### src/rtl/rb_pkg.sv
// Shared sizing for the registered address buffer.
// Assumes WIDE_W >= NARROW_W and 2*NARROW_W >= WIDE_W.
package rb_pkg;
    localparam int unsigned WIDE_W   = 25;           // lanes in straight mode
    localparam int unsigned NARROW_W = 14;           // lanes in dual-copy mode
    localparam int unsigned OUT_W    = 2 * NARROW_W; // output positions
    localparam int unsigned HI_BASE  = WIDE_W - NARROW_W; // first high-half lane
endpackage

### src/rtl/rb_lane_select.sv
// Lane selector: in straight mode it passes all input lanes. In dual-copy
// mode it packs the chosen NARROW_W lanes into the low bits and zeroes the rest.
// Assumes the straps are static while out of reset.
module rb_lane_select #(
    parameter int unsigned WIDE_W   = rb_pkg::WIDE_W,
    parameter int unsigned NARROW_W = rb_pkg::NARROW_W
) (
    input  logic              fanout_mode,
    input  logic              half_sel,
    input  logic [WIDE_W-1:0] din,
    output logic [WIDE_W-1:0] word
);
    localparam int unsigned HI_BASE = WIDE_W - NARROW_W;

    // One mux per lane, resolved at elaboration by lane position.
    for (genvar i = 0; i < WIDE_W; i++) begin : g_lane
        if (i < NARROW_W) begin : g_used
            assign word[i] = fanout_mode ? (half_sel ? din[i + HI_BASE] : din[i]) : din[i];
        end else begin : g_wide_only
            assign word[i] = fanout_mode ? 1'b0 : din[i];
        end
    end
endmodule

### src/rtl/rb_capture_reg.sv
// Capture register: loads the selected word and the first chip select on
// each rising edge unless the hold is active. Asynchronous active-low clear.
// Assumes hold is already the AND of both chip selects.
module rb_capture_reg #(
    parameter int unsigned WIDE_W = rb_pkg::WIDE_W
) (
    input  logic              clk,
    input  logic              rst_n,
    input  logic              hold,
    input  logic [WIDE_W-1:0] d,
    input  logic              cs_in,
    output logic [WIDE_W-1:0] q,
    output logic              cs_q
);
    // Capture or hold the data word and the chip-select copy.
    always_ff @(posedge clk or negedge rst_n) begin
        if (!rst_n) begin
            q    <= '0;
            cs_q <= 1'b0;
        end else if (!hold) begin
            q    <= d;
            cs_q <= cs_in;
        end
    end

    // a held edge leaves the stored state untouched
    assert_hold_freezes_R5: assert property (@(posedge clk) disable iff (!rst_n)
        hold |=> ($stable(q) && $stable(cs_q)));

    // a capturing edge copies the chip select without inversion
    assert_cs_copy_R7: assert property (@(posedge clk) disable iff (!rst_n)
        !hold |=> (cs_q == $past(cs_in)));
endmodule

### src/rtl/rb_fanout.sv
// Output fan-out: in straight mode it drives the stored word and zeroes the
// spare positions. In dual-copy mode it drives the low NARROW_W stored bits twice.
// Assumes the straps are static while out of reset.
module rb_fanout #(
    parameter int unsigned WIDE_W   = rb_pkg::WIDE_W,
    parameter int unsigned NARROW_W = rb_pkg::NARROW_W
) (
    input  logic                  fanout_mode,
    input  logic [WIDE_W-1:0]     q,
    output logic [2*NARROW_W-1:0] dout
);
    localparam int unsigned OUT_W = 2 * NARROW_W;

    // One driver per output position, chosen by where it falls.
    for (genvar j = 0; j < OUT_W; j++) begin : g_pos
        if (j < NARROW_W) begin : g_first_copy
            assign dout[j] = q[j];
        end else if (j < WIDE_W) begin : g_shared
            assign dout[j] = fanout_mode ? q[j - NARROW_W] : q[j];
        end else begin : g_spare
            assign dout[j] = fanout_mode ? q[j - NARROW_W] : 1'b0;
        end
    end
endmodule

### src/rtl/rb_addr_buffer.sv
// Top of the configurable registered address buffer: lane select, capture
// register with chip-select hold, and output fan-out.
// Assumes a single clock and static straps, changed only under reset.
module rb_addr_buffer #(
    parameter int unsigned WIDE_W   = rb_pkg::WIDE_W,
    parameter int unsigned NARROW_W = rb_pkg::NARROW_W
) (
    input  logic                  clk,
    input  logic                  rst_n,
    input  logic                  fanout_mode,
    input  logic                  half_sel,
    input  logic                  cs_a,
    input  logic                  cs_b,
    input  logic [WIDE_W-1:0]     din,
    output logic [2*NARROW_W-1:0] dout,
    output logic                  cs_a_q
);
    localparam int unsigned OUT_W   = 2 * NARROW_W;
    localparam int unsigned HI_BASE = WIDE_W - NARROW_W;

    logic [WIDE_W-1:0] sel_word;
    logic [WIDE_W-1:0] stored;
    logic              hold;

    // Low-power hold needs both chip selects high.
    always_comb hold = cs_a & cs_b;

    rb_lane_select #(.WIDE_W(WIDE_W), .NARROW_W(NARROW_W)) u_sel (
        .fanout_mode (fanout_mode),
        .half_sel    (half_sel),
        .din         (din),
        .word        (sel_word)
    );

    rb_capture_reg #(.WIDE_W(WIDE_W)) u_reg (
        .clk   (clk),
        .rst_n (rst_n),
        .hold  (hold),
        .d     (sel_word),
        .cs_in (cs_a),
        .q     (stored),
        .cs_q  (cs_a_q)
    );

    rb_fanout #(.WIDE_W(WIDE_W), .NARROW_W(NARROW_W)) u_out (
        .fanout_mode (fanout_mode),
        .q           (stored),
        .dout        (dout)
    );

    // straight mode passes the sampled lanes after one edge
    assert_straight_copy_R1: assert property (@(posedge clk) disable iff (!rst_n)
        (!fanout_mode && !hold) |=> (dout[WIDE_W-1:0] == $past(din)));

    // dual-copy mode drives identical halves
    assert_twin_halves_R2: assert property (@(posedge clk) disable iff (!rst_n)
        fanout_mode |-> (dout[NARROW_W-1:0] == dout[OUT_W-1:NARROW_W]));

    // spare positions stay low in straight mode
    assert_spare_low_R3: assert property (@(posedge clk) disable iff (!rst_n)
        !fanout_mode |-> (dout[OUT_W-1:WIDE_W] == '0));

    // low-half selection
    assert_low_half_R4: assert property (@(posedge clk) disable iff (!rst_n)
        (fanout_mode && !half_sel && !hold) |=> (dout[NARROW_W-1:0] == $past(din[NARROW_W-1:0])));

    // high-half selection
    assert_high_half_R4: assert property (@(posedge clk) disable iff (!rst_n)
        (fanout_mode && half_sel && !hold) |=> (dout[NARROW_W-1:0] == $past(din[WIDE_W-1:HI_BASE])));

    // the outputs freeze across a held edge
    assert_out_frozen_R5: assert property (@(posedge clk) disable iff (!rst_n)
        hold |=> $stable(dout));
endmodule

### config.mk
export PLATFORM = sky130hd
export DESIGN_NAME = rb_addr_buffer
export DESIGN_NICKNAME = d
export VERILOG_FILES = /design/src/rtl/rb_pkg.sv /design/src/rtl/rb_lane_select.sv /design/src/rtl/rb_capture_reg.sv /design/src/rtl/rb_fanout.sv /design/src/rtl/rb_addr_buffer.sv
export SDC_FILE = /design/constraint.sdc
export NUM_CORES = 1
export LEC_CHECK = 0
export BUFFER_PORTS_ARGS = -buffer_cell sky130_fd_sc_hd__clkbuf_2
export CAP_MARGIN = 20
export CORE_MARGIN = 3
export CORE_UTILIZATION = 35
export CTS_BUF_LIST = sky130_fd_sc_hd__clkbuf_4
export DETAILED_ROUTE_END_ITERATION = 10
export PLACE_DENSITY = 0.65
export SYNTH_ARGS = -nofsm -noshare
export SYNTH_HDL_FRONTEND = slang
export SYNTH_SLANG_ARGS = --single-unit
### constraint.sdc
create_clock -name clk -period 2.45 [get_ports clk]
set_clock_uncertainty 0.2 [all_clocks]
set_input_delay 0.49 -clock clk [delete_from_list [all_inputs] [get_ports clk]]
set_output_delay 0.49 -clock clk [all_outputs]
set_load 0.02 [all_outputs]
==> impl_metrics.sql, run 1 <==
INSERT INTO impl_metrics (metric_group, metric, value, unit) VALUES
('sta', 'final-hold-violation-count', '0', ''),
('global_routing', 'grt_pass1_vias', '1266', ''),
('synthesis', 'ys_warn_count', '0', ''),
('worst_hold_path', 'holdCritPathClass', 'input pin to flop', ''),
('clock_tree', 'clk_pin_slew', '160', 'ps'),
('routing', 'via_count', '1290', ''),
('setup_path', 'end_kind', 'output port', ''),
('synthesis', 'synth_cells', '164', ''),
('clock_tree', 'cts_tree', 'done', ''),
('floorplan', 'io-pin-count', '60', ''),
('routing', 'remaining_drc_errors', '0', ''),
('power', 'internal_power', '0.763', 'mW'),
('global_routing', 'track_usage', '14.7', '%'),
('routing', 'detailedRoute.firstIterationViolations', '86', ''),
('placement', 'post-dp-hpwl', '2740', 'um'),
('power', 'power_density', '578', 'mW/mm^2'),
('synthesis', 'syn-cell-area', '0.00170', 'sq mm'),
('floorplan', 'floorplan.die.width', '75.6', 'um'),
('synthesis', 'flop_and_latch_count_out_of_synthesis', '26', ''),
('routing', 'detail-route-antenna-nets', '0', ''),
('cells_and_area', 'antenna_cells', '0', ''),
('setup_path', 'crit_path_max_fanout', '53', ''),
('sta', 'total_count_of_max_transition_violations_in_the_final_report', '0', ''),
('floorplan', 'floorplan.initialDensity', '37.7', '%'),
('routing', 'detailedRoute.firstPassIterationCount', '4', ''),
('setup_path', 'cp_data_required_time', '1760', 'ps'),
('routing', 'detail_route.wirelength', '4020', 'um'),
('routing', 'drt-vias-per-instance', '5.12', ''),
('sta', 'final.setup.tns', '0', 'ps'),
('power', 'pwr-share-comb', '27.5', '%'),
('sta', 'layout_min_cycle_time', '2030', 'ps'),
('clock_tree', 'clock_tree.root_cell', 'sky130_fd_sc_hd__clkbuf_4', ''),
('floorplan', 'core_area', '0.00450', 'sq mm'),
('cells_and_area', 'area_delta_synth_final', '12.1', '%'),
('power', 'netSwitchingFraction', '30.6', '%'),
('power', 'vdd_drop_max', '0.493', 'mV'),
('placement', 'pre_cts_ws', '418', 'ps'),
('placement', 'place.gp.congestion', '0.736', ''),
('floorplan', 'dieArea', '0.00572', 'sq mm'),
('power', 'p_sw', '0.336', 'mW'),
('cells_and_area', 'num-fill-cells', '471', ''),
('placement', 'io_buffer_count', '59', ''),
('setup_path', 'cp.arrival', '1340', 'ps'),
('global_routing', 'grt_first_pass_wirelength', '6400', 'um'),
('cells_and_area', 'area_used_by_multi_input_combinational_logic', '790', 'sq um'),
('clock_tree', 'cts_resized', '0', ''),
('global_routing', 'gr-total-overflow', '0', ''),
('sta', 'slew_headroom', '54.8', '%'),
('power', 'power.share.clock', '27.5', '%'),
('setup_path', 'setup.worst_path.class', 'input pin to output port', ''),
('global_routing', 'antenna_found_initial', '0', ''),
('sta', 'maxClockFrequency', '0.492', 'GHz'),
('clock_tree', 'cts_buffer_depth', '2', ''),
('sta', 'setup_repair_after_global_routing_missed_its_margin', 'false', ''),
('global_routing', 'grt_max_degree', '54', ''),
('floorplan', 'die-height', '75.6', 'um'),
('power', 'p_seq_share', '45.0', '%'),
('synthesis', 'yosysSeqAreaShare', '38.3', '%'),
('clock_tree', 'clock_tree.htree_level_count', '1', ''),
('routing', 'routed_wire_length_per_instance', '15.9', 'um'),
('outcome', 'run_status', 'complete, no violations', ''),
('synthesis', 'avg_synthesized_cell_area', '10.3', 'sq um'),
('setup_path', 'worstSetupStartpointType', 'input pin', ''),
('power', 'leakagePower', '1.00', 'nW'),
('cells_and_area', 'seq_area', '651', 'sq um'),
('job', 'maxCapViolCount', '0', ''),
('sta', 'final_setup_slack_of_the_worst_path', '417', 'ps'),
('synthesis', 'netlist-cell-type-count', '18', ''),
('clock_tree', 'cts-buffers-inserted', '3', ''),
('floorplan', 'floorplan.rows', '24', ''),
('synthesis', 'post_synthesis_net_count', '195', ''),
('cells_and_area', 'final_layout_size_suffix_gt1_share', '37.0', '%'),
('sta', 'tightestPinTransition', '678', 'ps'),
('clock_tree', 'clock-sinks', '26', ''),
('clock_tree', 'worst_skew_pair.late_latency', '330', 'ps'),
('sta', 'post-route-period-util', '83.0', '%'),
('cells_and_area', 'number_of_nets_in_the_finished_design', '232', ''),
('sta', 'final-setup-viol-count', '0', '');
## stage by stage
step                util, %  instance area, sq um  total power [mW]  hold WS [ps]  std cells
floorplan                 -                  1700             0.743         -5.59        164
global placement       40.8                  1840             0.805           288        247
detailed placement     40.8                  1840             0.808           300        247
CTS                    42.2                  1900              1.12           171        252
global route           42.2                  1900              1.17           165        252
finish                 42.2                  1900              1.10           180        252
## critical path: stages
cell and delay [ps]:
sky130_fd_sc_hd__clkbuf_2 100, sky130_fd_sc_hd__buf_12 230, sky130_fd_sc_hd__mux2_1 340, sky130_fd_sc_hd__clkbuf_2 150
## cell type report
type,count,share of cell area [%]
multi-input combinational,106,41.5
sequential,26,34.2
timing repair buffer,63,17.9
tap,52,3.42
clock inverter,1,1.58
clock buffer,3,1.18
inverter,1,0.197
## synth_stat cells
library cell / n / share of area (%)
sky130_fd_sc_hd__and3b_1: 14 / 7.2
sky130_fd_sc_hd__buf_6: 8 / 5.3
sky130_fd_sc_hd__and2_1: 4 / 1.5
sky130_fd_sc_hd__dfrtp_1: 26 / 38
sky130_fd_sc_hd__nand2b_1: 11 / 4.1
sky130_fd_sc_hd__mux2_4: 8 / 7.1
sky130_fd_sc_hd__nand3_1: 25 / 7.4
sky130_fd_sc_hd__o21ai_1: 11 / 3.2
sky130_fd_sc_hd__buf_2: 7 / 2.1
sky130_fd_sc_hd__mux2_1: 3 / 2.0
sky130_fd_sc_hd__a31oi_1: 14 / 5.2
sky130_fd_sc_hd__a21boi_0: 1 / 0.44
sky130_fd_sc_hd__buf_4: 14 / 6.2
sky130_fd_sc_hd__a21bo_1: 14 / 8.3
sky130_fd_sc_hd__clkbuf_4: 1 / 0.44
sky130_fd_sc_hd__buf_8: 1 / 0.88
sky130_fd_sc_hd__inv_1: 1 / 0.22
sky130_fd_sc_hd__nand2_1: 1 / 0.22
## cell families (layout without fill, tap and decap cells)
group,after synthesis,after routing,share of synthesized area (%)
buf+inv,32,68,15.1
mux,11,11,9.07
compound gates,40,40,17.1
flops,26,26,38.3
simple gates,55,55,20.4
## final timing paths
path / startpoint / end / slack, ps / depth (start not counted)
min in group asynchronous: rst_n / u_reg.q[19] / 510 / 2
hold reg to reg: u_reg.q[20] / u_reg.q[20] / 330 / 2
max in group asynchronous: rst_n / u_reg.q[11] / 1100 / 2
hold / removal: din[20] / u_reg.q[20] / 180 / 3
setup / recovery: fanout_mode / dout[18] / 420 / 4
setup reg to reg: u_reg.q[7] / u_reg.q[7] / 1430 / 2
## sequential cells by signal, indices dropped and copies added, names as in the netlist
| signal | flops |
|---|---|
| u_reg.cs_q | 1 |
| u_reg.q | 25 |
## routing by layer
layer,GRT usage (%),up-vias,wire (um),share of wire [%]
li1,-,641,-,-
met1,20.6,611,1870,47
met2,23.5,36,1900,47
met3,3.56,2,222,5.5
met4,2.33,0,20,0.50
met5,0,-,0,0
## power by group through the flow
stage	combinational [mW]	sequential [mW]	clock (mW)
6_report	0.302	0.495	0.302
5_1_grt	0.333	0.501	0.333
4_1_cts	0.307	0.495	0.315
3_5_place_dp	0.305	0.503	0
3_3_place_gp	0.302	0.504	0
2_1_floorplan	0.248	0.495	0
## repair_timing
action | in CTS | in global routing
setup endpoints to repair | 0 | 0
hold buffers | 1 | 0
setup buffers | 0 | 0
endpoints found under the hold margin | 26 | 0
## cells in the final DEF (no fill, tap or decap), drive strengths merged, types with 3 or more instances in the layout
cell type  synthesis  layout
clkbuf             1      62
dfrtp             26      26
nand3             25      25
a21bo             14      14
and3b             14      14
a31oi             14      14
nand2b            11      11
o21ai             11      11
mux2              11      11
and2               4       4
buf               30       3
Note: power is estimated with default switching activity, not from simulation.
==> run 2, diff against run 1 <==
==> constraint.sdc (replaced) <==
create_clock -name clk -period 1.98 [get_ports clk]
set_clock_uncertainty 0.2 [all_clocks]
set_input_delay 0.396 -clock clk [delete_from_list [all_inputs] [get_ports clk]]
set_output_delay 0.396 -clock clk [all_outputs]
set_load 0.02 [all_outputs]
==> run 2 against run 1 <==
  * Design area rose by 1.1%
  * Non-clock buffer count rose by 1
  * Clock power rose by 25%
  * Final cell count rose by 0.40%
  * Critical path depth fell by 2
  * Global-route usage fell by 0.92 points
  * Register-to-register slack got worse by 460 ps
==> impl_metrics.sql, run 2 (synthesis results as in run 1) <==
INSERT INTO impl_metrics (metric_group, metric, value, unit) VALUES
('clock_tree', 'clk_pin_slew', '150', 'ps'),
('cells_and_area', 'number_of_nets_in_the_finished_design', '233', ''),
('clock_tree', 'clock_tree.root_cell', 'sky130_fd_sc_hd__clkbuf_4', ''),
('sta', 'final.setup.tns', '0', 'ps'),
('sta', 'total_count_of_max_transition_violations_in_the_final_report', '0', ''),
('routing', 'detail-route-antenna-nets', '0', ''),
('power', 'vdd_drop_max', '0.278', 'mV'),
('setup_path', 'cp_data_required_time', '1380', 'ps'),
('placement', 'post-dp-hpwl', '2810', 'um'),
('routing', 'remaining_drc_errors', '0', ''),
('cells_and_area', 'fin_cells', '253', ''),
('routing', 'via_count', '1310', ''),
('floorplan', 'floorplan.rows', '24', ''),
('cells_and_area', 'antenna_cells', '0', ''),
('routing', 'detail_route.wirelength', '3950', 'um'),
('setup_path', 'worstSetupStartpointType', 'flop', ''),
('floorplan', 'io-pin-count', '60', ''),
('global_routing', 'grt_pass1_vias', '1253', ''),
('clock_tree', 'worst_skew_pair.late_latency', '320', 'ps'),
('clock_tree', 'cts_post_setup_buffers_inserted', '0', ''),
('cells_and_area', 'layout.cells.most_common_list', 'sky130_fd_sc_hd__clkbuf_2, sky130_fd_sc_hd__dfrtp_1, sky130_fd_sc_hd__nand3_1', ''),
('setup_path', 'highest_delay_cell_along_the_critical_path', 'sky130_fd_sc_hd__dfrtp_1', ''),
('global_routing', 'globalRouteMet3Util', '2.51', '%'),
('cells_and_area', 'seq_area', '651', 'sq um'),
('clock_tree', 'clock-sinks', '26', ''),
('sta', 'final-hold-violation-count', '0', ''),
('worst_hold_path', 'holdCritPathClass', 'input pin to flop', ''),
('placement', 'place.gp.congestion', '0.717', ''),
('floorplan', 'die-height', '75.6', 'um'),
('placement', 'placedCellCount', '248', ''),
('clock_tree', 'clock_tree.htree_level_count', '1', ''),
('cells_and_area', 'largest_register_ff_count', '25', ''),
('sta', 'layout_min_cycle_time', '1810', 'ps'),
('setup_path', 'worst_path_dominant_cell_family', 'flip-flops', ''),
('cells_and_area', 'final_layout_size_suffix_gt1_share', '37.3', '%'),
('clock_tree', 'cts_resized', '0', ''),
('cells_and_area', 'num-fill-cells', '471', ''),
('sta', 'tightestPinTransition', '674', 'ps'),
('setup_path', 'path_cells', 'mux2_1, clkbuf_2', ''),
('routing', 'drt-vias-per-instance', '5.18', ''),
('sta', 'final-setup-viol-count', '0', ''),
('power', 'power_density', '711', 'mW/mm^2'),
('clock_tree', 'cts_tree', 'done', ''),
('routing', 'routed_wire_length_per_instance', '15.6', 'um'),
('sta', 'maxClockFrequency', '0.553', 'GHz'),
('setup_path', 'crit_path_max_fanout', '3', ''),
('setup_path', 'setup.worst_path.class', 'flop to output port', ''),
('global_routing', 'track_usage', '13.8', '%'),
('job', 'maxCapViolCount', '0', ''),
('setup_path', 'end_kind', 'output port', ''),
('cells_and_area', 'area_delta_synth_final', '13.3', '%'),
('cells_and_area', 'reg.largest.list', 'u_reg.q (25), u_reg.cs_q (1)', ''),
('routing', 'detailedRoute.firstPassIterationCount', '4', ''),
('sta', 'setup_repair_after_global_routing_missed_its_margin', 'false', ''),
('setup_path', 'cp_num_buf_inv', '1', ''),
('outcome', 'run_status', 'complete, no violations', ''),
('cells_and_area', 'final_common_cell', 'sky130_fd_sc_hd__clkbuf_2', ''),
('global_routing', 'grt_max_degree', '31', ''),
('power', 'leakagePower', '1.01', 'nW'),
('global_routing', 'gr-total-overflow', '0', ''),
('sta', 'slew_headroom', '55.1', '%'),
('floorplan', 'core_area', '0.00450', 'sq mm'),
('global_routing', 'antenna_found_initial', '0', ''),
('sta', 'worst_hold_slack', '89.7', 'ps'),
('global_routing', 'gr-usage-met1', '19.8', '%'),
('global_routing', 'groute.layer.met2.usage', '21.4', '%'),
('setup_path', 'cp.arrival', '1210', 'ps'),
('clock_tree', 'number_of_buffers_added_to_fix_hold_violations_after_cts', '1', ''),
('clock_tree', 'cts-buffers-inserted', '3', ''),
('cells_and_area', 'area_used_by_multi_input_combinational_logic', '790', 'sq um'),
('global_routing', 'grt_first_pass_wirelength', '5990', 'um'),
('sta', 'post-route-period-util', '91.3', '%'),
('setup_path', 'critical-path-max-stage-delay', '440', 'ps'),
('floorplan', 'floorplan.initialDensity', '37.7', '%'),
('routing', 'detailedRoute.firstIterationViolations', '44', ''),
('cells_and_area', 'max_flop_register', 'u_reg.q', ''),
('clock_tree', 'cts_buffer_depth', '2', ''),
('floorplan', 'floorplan.die.width', '75.6', 'um'),
('global_routing', 'grt_most_used_layer', 'met2', ''),
('placement', 'io_buffer_count', '59', ''),
('floorplan', 'dieArea', '0.00572', 'sq mm');
[run 2: where the power goes]
group,internal (mW),switching (mW),total (mW)
sequential,0.579,0.0335,0.613
clock,0.205,0.173,0.378
combinational,0.164,0.212,0.376
[run 2: final timing paths]
kind	startpoint	endpoint	slack (ps)	cells after the start
max	u_reg.q[2]	dout[16]	170	2
min	din[16]	u_reg.q[16]	90	3
max reg2reg	u_reg.q[6]	u_reg.q[6]	970	2
min reg2reg	u_reg.q[22]	u_reg.q[22]	330	2
max in group asynchronous	rst_n	u_reg.q[3]	720	2
min in group asynchronous	rst_n	u_reg.q[19]	430	2
[run 2: worst reg2reg max path, cell delays in order (launching register included)]
cell and delay (ps):
sky130_fd_sc_hd__dfrtp_1 440, sky130_fd_sc_hd__and3b_1 220, sky130_fd_sc_hd__a31oi_1 40
[run 2: cell type report]
type	instances	area share, %
Timing Repair Buffer	64	18.8
Clock inverter	1	1.56
Inverter	1	0.195
Clock buffer	3	1.17
Multi-Input combinational cell	106	41.1
Tap cell	52	3.39
Sequential cell	26	33.9
[run 2: metrics by stage]
step                instance area (sq um)  utilization [%]  power (mW)  setup slack [ps]
floorplan                            1700                -       0.920               355
global placement                     1860             41.3       0.999               173
detailed placement                   1860             41.3        1.00               169
CTS                                  1920             42.7        1.37               156
global route                         1920             42.7        1.43               106
finish                               1920             42.7        1.37               171
[run 2: routing by layer]
layer	up-vias	part of all wire [%]
met4	0	0.86
li1	645	-
met1	618	48
met2	43	46
met5	-	0
met3	4	4.9
==> run 3, diff against run 2 <==
--- a/config.mk
+++ b/config.mk
@@ -11,7 +11,6 @@
 export CORE_UTILIZATION = 35
 export CTS_BUF_LIST = sky130_fd_sc_hd__clkbuf_4
 export DETAILED_ROUTE_END_ITERATION = 10
-export PLACE_DENSITY = 0.65
 export SYNTH_ARGS = -nofsm -noshare
 export SYNTH_HDL_FRONTEND = slang
 export SYNTH_SLANG_ARGS = --single-unit
==> run 3 against run 2 <==
  * Sequential power barely moved
  * First-iteration DRC count rose by 89%
  * Count of clock-buffer cells in the layout did not move
  * Final cell count rose by 0.40%
  * Routed wire length fell by 0.33%
  * Global-route usage rose by 1.4 points
  * Utilization fell by 0.69 points
  * Critical endpoint is now dout[18]
==> impl_metrics.sql, run 3 (synthesis results as in run 1) <==
INSERT INTO impl_metrics (metric_group, metric, value, unit) VALUES
('floorplan', 'dieArea', '0.00572', 'sq mm'),
('floorplan', 'floorplan.die.width', '75.6', 'um'),
('outcome', 'run_status', 'complete, no violations', ''),
('setup_path', 'end_kind', 'output port', ''),
('clock_tree', 'cts_post_setup_buffers_inserted', '0', ''),
('global_routing', 'gr-total-overflow', '0', ''),
('setup_path', 'worst_path_dominant_cell_family', 'buffers and inverters', ''),
('power', 'netSwitchingFraction', '33.1', '%'),
('power', 'p_sw', '0.404', 'mW'),
('setup_path', 'worstSetupStartpointType', 'input pin', ''),
('sta', 'worst_hold_slack', '88.1', 'ps'),
('power', 'leakagePower', '1.00', 'nW'),
('routing', 'routed_wire_length_per_instance', '15.5', 'um'),
('setup_path', 'crit_path_max_fanout', '41', ''),
('placement', 'post-dp-hpwl', '2830', 'um'),
('floorplan', 'die-height', '75.6', 'um'),
('setup_path', 'cp.arrival', '1220', 'ps'),
('setup_path', 'critical-path-max-stage-delay', '340', 'ps'),
('setup_path', 'setup.worst_path.class', 'input pin to output port', ''),
('clock_tree', 'worst_skew_pair.late_latency', '330', 'ps'),
('sta', 'final-setup-viol-count', '0', ''),
('cells_and_area', 'reg.largest.list', 'u_reg.q (25), u_reg.cs_q (1)', ''),
('global_routing', 'grt_pass1_vias', '1324', ''),
('clock_tree', 'clock-sinks', '26', ''),
('placement', 'place.gp.congestion', '0.753', ''),
('routing', 'detailedRoute.firstIterationViolations', '83', ''),
('cells_and_area', 'area_used_by_multi_input_combinational_logic', '790', 'sq um'),
('setup_path', 'highest_delay_cell_along_the_critical_path', 'sky130_fd_sc_hd__mux2_1', ''),
('sta', 'total_count_of_max_transition_violations_in_the_final_report', '0', ''),
('power', 'vdd_drop_max', '0.326', 'mV'),
('global_routing', 'grt_max_degree', '42', ''),
('setup_path', 'path_cells', 'clkbuf_2, buf_12, mux2_1, clkbuf_2', ''),
('routing', 'detailedRoute.firstPassIterationCount', '4', ''),
('clock_tree', 'clk_pin_slew', '150', 'ps'),
('global_routing', 'grt_first_pass_wirelength', '6600', 'um'),
('global_routing', 'track_usage', '15.2', '%'),
('cells_and_area', 'largest_register_ff_count', '25', ''),
('power', 'p_seq_share', '50.3', '%'),
('global_routing', 'antenna_found_initial', '0', ''),
('floorplan', 'floorplan.initialDensity', '37.7', '%'),
('sta', 'layout_min_cycle_time', '1820', 'ps'),
('sta', 'final-hold-violation-count', '0', ''),
('setup_path', 'cp_data_required_time', '1380', 'ps'),
('sta', 'post-route-period-util', '91.7', '%'),
('sta', 'maxClockFrequency', '0.551', 'GHz'),
('sta', 'slew_headroom', '55.8', '%'),
('power', 'internal_power', '0.816', 'mW'),
('placement', 'io_buffer_count', '59', ''),
('cells_and_area', 'max_flop_register', 'u_reg.q', ''),
('setup_path', 'critical-path-top-cell-by-count', 'sky130_fd_sc_hd__clkbuf_2', ''),
('worst_hold_path', 'holdCritPathClass', 'input pin to flop', ''),
('cells_and_area', 'number_of_nets_in_the_finished_design', '234', ''),
('cells_and_area', 'design_area', '0.00189', 'sq mm'),
('floorplan', 'io-pin-count', '60', ''),
('cells_and_area', 'seq_area', '651', 'sq um'),
('cells_and_area', 'final_layout_size_suffix_gt1_share', '37.1', '%'),
('clock_tree', 'cts-buffers-inserted', '3', ''),
('routing', 'remaining_drc_errors', '0', ''),
('clock_tree', 'clock_tree.htree_level_count', '1', ''),
('cells_and_area', 'num-fill-cells', '476', ''),
('routing', 'detail-route-antenna-nets', '0', ''),
('clock_tree', 'cts_buffer_depth', '2', ''),
('placement', 'dpl-instance-area', '0.00185', 'sq mm'),
('routing', 'drt-vias-per-instance', '5.24', ''),
('job', 'maxCapViolCount', '0', ''),
('clock_tree', 'cts_resized', '0', ''),
('sta', 'tightestPinTransition', '663', 'ps'),
('cells_and_area', 'antenna_cells', '0', ''),
('sta', 'setup_repair_after_global_routing_missed_its_margin', 'false', ''),
('clock_tree', 'clock_tree.root_cell', 'sky130_fd_sc_hd__clkbuf_4', ''),
('cells_and_area', 'layout.cells.most_common_list', 'sky130_fd_sc_hd__clkbuf_2, sky130_fd_sc_hd__dfrtp_1, sky130_fd_sc_hd__nand3_1', ''),
('power', 'post-layout-total-power', '1.22', 'mW'),
('cells_and_area', 'postLayoutCoreUtil', '42.0', '%'),
('routing', 'detail_route.wirelength', '3940', 'um'),
('cells_and_area', 'final_common_cell', 'sky130_fd_sc_hd__clkbuf_2', ''),
('floorplan', 'core_area', '0.00450', 'sq mm'),
('floorplan', 'floorplan.rows', '24', ''),
('sta', 'final.setup.tns', '0', 'ps'),
('cells_and_area', 'area_delta_synth_final', '11.4', '%'),
('routing', 'via_count', '1332', ''),
('power', 'power.share.clock', '18.8', '%'),
('clock_tree', 'cts_tree', 'done', ''),
('setup_path', 'cp_num_buf_inv', '3', ''),
('power', 'power_density', '645', 'mW/mm^2'),
('power', 'pwr-share-comb', '30.9', '%');
-- run 3: cell types whose count changed in the layout (fill, tap and decap cells not counted), sizes merged --
cell | before | now
clkinv | 0 | 1
bufinv | 1 | 0
buf | 4 | 5
-- run 3: repair_timing --
item	CTS	global route
hold endpoints to repair	26	0
hold buffers	1	0
setup endpoints to repair	0	0
-- run 3: power groups by stage --
stage | clock network, mW | logic [mW] | registers (mW)
detailed placement | 0 | 0.379 | 0.624
finish | 0.230 | 0.376 | 0.614
CTS | 0.240 | 0.381 | 0.615
global route | 0.258 | 0.413 | 0.622
global placement | 0 | 0.375 | 0.624
floorplan | 0 | 0.307 | 0.613
-- run 3: area by class of cell --
cell class,count,share of cell area (%)
inverter,1,0.199
sequential,26,34.4
clock inverter,1,0.199
timing repair buffer,65,18.8
tap,52,3.44
clock buffer,3,1.19
multi-input combinational,106,41.8
-- run 3: worst register-to-register path, stage by stage (launching register included) --
cell	delay, ps
sky130_fd_sc_hd__dfrtp_1	400
sky130_fd_sc_hd__and3b_1	190
sky130_fd_sc_hd__a31oi_1	170
-- run 3: metal layers --
| layer | vias up | part of all wire [%] | GRT usage [%] |
|---|---|---|---|
| li1 | 645 | - | - |
| met1 | 637 | 49 | 21.9 |
| met2 | 48 | 44 | 22.9 |
| met3 | 2 | 6.7 | 4.09 |
| met4 | 0 | 0.41 | 3.11 |
| met5 | - | 0 | 0 |
-- run 3: final timing paths --
kind                          endpoint  cells past startpoint  slack (ps)   startpoint
setup / recovery              dout[18]                      4         160  fanout_mode
hold / removal             u_reg.q[17]                      3          90      din[17]
setup reg to reg           u_reg.q[10]                      2         940  u_reg.q[10]
hold reg to reg            u_reg.q[21]                      2         320  u_reg.q[21]
max in group asynchronous   u_reg.q[8]                      2         730        rst_n
min in group asynchronous   u_reg.q[4]                      2         410        rst_n
-- run 3: per-stage QoR --
step / setup slack (ps) / std cells
6_report: 164 / 254
5_1_grt: 115 / 254
4_1_cts: 165 / 254
3_5_place_dp: 166 / 249
3_3_place_gp: 170 / 249
2_1_floorplan: 355 / 164
